===== src/rtl/gpio_irq_cause.sv =====
module gpio_irq_cause #(
  parameter int NPINS = 32,
  parameter int GROUP = 8,
  parameter int AW    = 8,
  parameter logic [AW-1:0] A_CAUSE = 8'h14,
  parameter logic [AW-1:0] A_EMASK = 8'h18,
  parameter logic [AW-1:0] A_LMASK = 8'h1C
) (
  input  logic             clk,
  input  logic             rst_n,
  input  logic [NPINS-1:0] din,
  input  logic [AW-1:0]    bus_addr,
  input  logic             bus_wr,
  input  logic [NPINS-1:0] bus_wdata,
  output logic [NPINS-1:0] bus_rdata,
  output logic [NPINS/GROUP-1:0] irq_sum
);
  localparam int NGRP = NPINS / GROUP;

  logic [NPINS-1:0] din_q, edge_cause, edge_en, lvl_en, rise, pin_cause;
  logic [NGRP-1:0]  grp_any;

  assign rise      = din & ~din_q;
  assign pin_cause = (din & lvl_en) | (edge_cause & edge_en);

  always_ff @(posedge clk or negedge rst_n) begin
    if (!rst_n) begin
      din_q      <= '0;
      edge_cause <= '0;
      edge_en    <= '0;
      lvl_en     <= '0;
    end else begin
      din_q <= din;
      if (bus_wr && bus_addr == A_CAUSE) edge_cause <= (edge_cause & bus_wdata) | rise;
      else                               edge_cause <= edge_cause | rise;
      if (bus_wr && bus_addr == A_EMASK) edge_en <= bus_wdata;
      if (bus_wr && bus_addr == A_LMASK) lvl_en  <= bus_wdata;
    end
  end

  for (genvar g = 0; g < NGRP; g++) begin : g_grp
    assign grp_any[g] = |pin_cause[g*GROUP +: GROUP];
  end

  always_ff @(posedge clk or negedge rst_n)
    if (!rst_n) irq_sum <= '0;
    else        irq_sum <= grp_any;

  always_comb begin
    unique case (bus_addr)
      A_CAUSE: bus_rdata = edge_cause;
      A_EMASK: bus_rdata = edge_en;
      A_LMASK: bus_rdata = lvl_en;
      default: bus_rdata = '0;
    endcase
  end
endmodule



===== config.mk =====
export PLATFORM = sky130hd
export DESIGN_NAME = gpio_irq_cause
export DESIGN_NICKNAME = d
export VERILOG_FILES = /design/src/rtl/gpio_irq_cause.sv
export SDC_FILE = /design/constraint.sdc
export NUM_CORES = 1
export LEC_CHECK = 0
export CAP_MARGIN = 0
export CORE_MARGIN = 3
export CORE_UTILIZATION = 55
export DETAILED_ROUTE_END_ITERATION = 8
export GPL_ROUTABILITY_DRIVEN = 0
export PLACE_DENSITY = 0.87
export RECOVER_POWER = 100
export SLEW_MARGIN = 20
export SYNTH_ARGS = -nofsm -noshare
export SYNTH_HDL_FRONTEND = slang
export SYNTH_SLANG_ARGS = --single-unit
export TNS_END_PERCENT = 20

===== constraint.sdc =====
create_clock -name clk -period 5.2 [get_ports clk]
set_input_delay 0.78 -clock clk [delete_from_list [all_inputs] [get_ports clk]]
set_output_delay 0.78 -clock clk [all_outputs]
set_load 0.1 [all_outputs]

After elaboration in Yosys (flattened, before gate mapping)
Cells that the tools add are included.
- bits in registers: 132
- bits in latches: 0
- bits in writable memories: 0
- memory bits (read-only): 0
- input bits: 75
- output and inout port bits: 36
- logic and storage cells: 25
- memories: 0
- add/subtract/negate cells: 0
- multiply operators: 0
- divide/modulo/power cells: 0
- magnitude comparators: 0
- eq/ne operators: 3
- shifts and indexed selects: 0
- mux-type cells: 2
- bitwise logic cells: 8
- reductions and logical operators: 7
- operators with widths (operator ; count):
    AND 32 bit ; 4
    bitwise OR 32 bit ; 3
    case mux 32 bit (3 select lines) ; 1
    two-way mux 32 bit ; 1
    inverter 32 bit ; 1
    OR reduction 8 bit ; 4
    equality test 8 x 5 -> 1 bit, second input constant ; 3
    logical AND 1 bit ; 3

Longest topological paths before layout
- depth after elaboration: 4
- depth in mapped cells: 6
- gate-level depth less buffers: 3

Worst setup path before layout
No wires, ideal clock.
- path kind: input to output
- start point: in bus_addr[7]
- end point: out bus_rdata[0]
- arrival time: 3.313 ns
- data required time: 4.420 ns
- path slack: 1.107 ns
- cell stages on the path: 6
- path through: or4_4 -> buf_6 -> or2_2 -> clkbuf_1 -> clkbuf_1 -> nor2_1
- cells in the longest elaborated chain, start to end: 2
- elaborated cells on any way between the ends: 4
- RTL lines (element ; line ; text):
    from (decl) ; 12 ; input logic [AW-1:0] bus_addr,
    equality test 8 x 5 -> 1 bit ; 50 ; unique case (bus_addr)
    case mux 32 bit (3 select lines) (*) ; 50 ;
    to (decl) ; 15 ; output logic [NPINS-1:0] bus_rdata,
Every way passes the cells marked *; elsewhere a longest branch is shown, timed or not.

Worst setup path in the final report
- start point: in bus_addr[7]
- end point: out bus_rdata[21]
Same word-level chain as after synthesis.

==> flow_metrics.tcl <==
set metrics [dict create \
    cts_max_path_buffers 2 \
    timing_worst_setup_path_type "primary input to output port" \
    fp.dieH_um 112 \
    grt_use_total_pct 28.0 \
    drcViolationCount 0 \
    die_x_um 112 \
    crit_path_start_kind "primary input" \
    die_area_mm2 0.0126 \
    drv_cap 3 \
    core_area_mm2 0.0109 \
    grt_max_degree 66 \
    vias 4811 \
    cpMaxStageDelayCell "or4_4" \
    syn_inst 502 \
    leakagePower_nw 3.49 \
    skew_ns 0.00751 \
    mostFrequentLayoutCells "132 x dfrtp_1, 60 x mux2_2, 39 x clkdlybuf4s50_1, 38 x dlygate4sd3_1" \
    reg2reg_from "edge_cause[6]" \
    synth_fp_nets 577 \
    grt_pass1_wl_mm 27.6 \
    cts_buffers 17 \
    fin_setup_tns_ns 0 \
    cts_tree "done" \
    place_hpwl_mm 11.0 \
    outcome "complete, but fails checks" \
    max_freq_mhz 221 \
    grt.overflow.total 0 \
    hold_buffers 0 \
    worst_slew_pin_slew_ns 3.43 \
    period_share_pct 87.2 \
    relSlewSlack_pct -129 \
    pin_count 111 \
    drt-total-wl_mm 17.2 \
    yosysSeqAreaShare_pct 53.3 \
    path_cells "dlygate4sd3_1 > or4_4 > or2_1 > nor2_1 > clkbuf_2" \
    syn_area_per_cell_um2 12.4 \
    worstHoldStart "din_q[27]" \
    cts_sinks 132 \
    slowest_delay_ns 0.78 \
    power_frac_comb_pct 13.1 \
    nets 680 \
    antenna_found_initial 0 \
    hold_path_class "flop to flop" \
    clk_pin_slew_ns 0.05 \
    postCtsSetupBuffers 0 \
    p_seq_share_pct 41.8 \
    layout-drive-gt1-share_pct 22.0 \
    n_antenna_cell 0 \
    port_buffers 110 \
    final_antenna_net_count 0 \
    h-tree-depth 4 \
    routedWlPerCell_um 22.7 \
    internal-power_mw 1.96 \
    place_worst_setup_slack_ns 1.21 \
    finalSetupViolCount 0 \
    maxSlewViolCount 108 \
    hold_viol_final 0 \
    peakVddDrop_mv 0.286 \
    required_ns 4.42 \
    p_per_area_mw_per_mm2 334 \
    violations "capacitance limit, slew limit" \
    end_kind "output port" \
    layout-area-overhead-vs-synth_pct 27.4 \
    root_buffer "clkbuf_16" \
    start_util_pct 56.7 \
    grt_pass1_vias 5212 \
    via_per_inst 6.35 \
    worst_slack_ns 0.666 \
    synth-seq-cells 132 \
    ys_types 25 \
    critPathArrivalTime_ns 3.75 \
    startpoint "bus_addr[7]" \
    p_switching_mw 0.683 \
    clock_latency_ns 0.42 \
    synth_warnings 0 \
    grt_setup_unrepaired "false" \
    rows 38 \
    syn_area_mm2 0.00620 \
    cts_resized 0 \
    crit_path_max_fanout 35 \
    fin_crit_ns 4.53 \
    drtPass1Iterations 5 \
    clkPwrFrac_pct 45.1 \
    hold_ws_ns 0.413 \
    final_common_cell "dfrtp_1" \
    p_sw_share_pct 25.8 \
    drt_iter0_drc 403 \
]
[flip-flops by register name, summed over array words and instances, names as in the netlist]
signal and count:
edge_en 32, irq_sum 4, din_q 32, edge_cause 32
lvl_en 32
[power by group through the flow]
stage               Sequential (mW)  Combinational, mW  Clock [mW]
detailed placement             1.12              0.361           0
floorplan                      1.19              0.130           0
global placement               1.12              0.354           0
CTS                            1.10              0.366        1.20
global route                   1.11              0.365        1.25
finish                         1.10              0.346        1.19
[critical path: cells and delay by family]
kind / cells / cell delay, ns
buf+inv: 2 / 1.03
simple gates: 3 / 1.91
[stage by stage]
step / instances / power (mW) / utilization (%) / instance area [um^2]
final: 758 / 2.64 / 72.3 / 7900
after global routing: 758 / 2.72 / 72.3 / 7900
after CTS: 758 / 2.67 / 73.9 / 8080
after detailed placement: 726 / 1.48 / 68.5 / 7490
after global placement: 726 / 1.47 / 68.5 / 7490
after floorplan: 502 / 1.32 / - / 6200
[logic make-up (layout without fill, tap and decap cells)]
logic type      after synthesis  after routing  share of synthesized area [%]
flops                       132            132                           53.3
compound gates              128            128                           15.5
mux                          96             96                           19.2
simple gates                 77             77                           6.74
buf+inv                      69            185                           5.27
[area by class of cell]
cell class | instances | area [um^2]
sequential | 132 | 3300
fill | 753 | 3030
multi-input combinational | 301 | 2450
timing repair buffer | 121 | 1260
clock buffer | 23 | 488
tap | 140 | 175
inverter | 32 | 120
clock inverter | 9 | 101
[layer usage]
layer,wire length [um],global-route usage (%)
met1,6760,35.0
met2,8800,46.2
met3,1260,7.82
met4,370,11.6
met5,0,0
[Yosys cell counts (all sizes together)]
| cell type | number | area [um^2] |
|---|---|---|
| buf | 12 | 113 |
| a22oi | 32 | 240 |
| nand2 | 1 | 3.75 |
| nand2b | 34 | 213 |
| mux2 | 96 | 1190 |
| o41ai | 32 | 280 |
| or4 | 1 | 11.3 |
| nand3 | 1 | 5.00 |
| nor4 | 1 | 21.3 |
| or3 | 1 | 6.26 |
| dfrtp | 132 | 3300 |
| nor2 | 32 | 120 |
| nand4 | 4 | 25.0 |
| a221oi | 16 | 140 |
| o21ai | 32 | 160 |
| clkbuf | 25 | 93.8 |
| nor2b | 1 | 6.26 |
| inv | 32 | 120 |
| or2 | 1 | 6.26 |
| a22o | 16 | 140 |
[final timing paths]
path / cells past startpoint / slack, ns / end
worst max-delay path: 5 / 0.67 / bus_rdata[21]
worst min-delay path: 1 / 0.41 / edge_cause[27]
worst max register to register: 3 / 3.91 / irq_sum[0]
worst min register to register: 1 / 0.41 / edge_cause[27]
max in group asynchronous: 2 / 1.29 / lvl_en[27]
min in group asynchronous: 1 / 1.50 / din_q[8]
(Power assumes the default switching activity.)
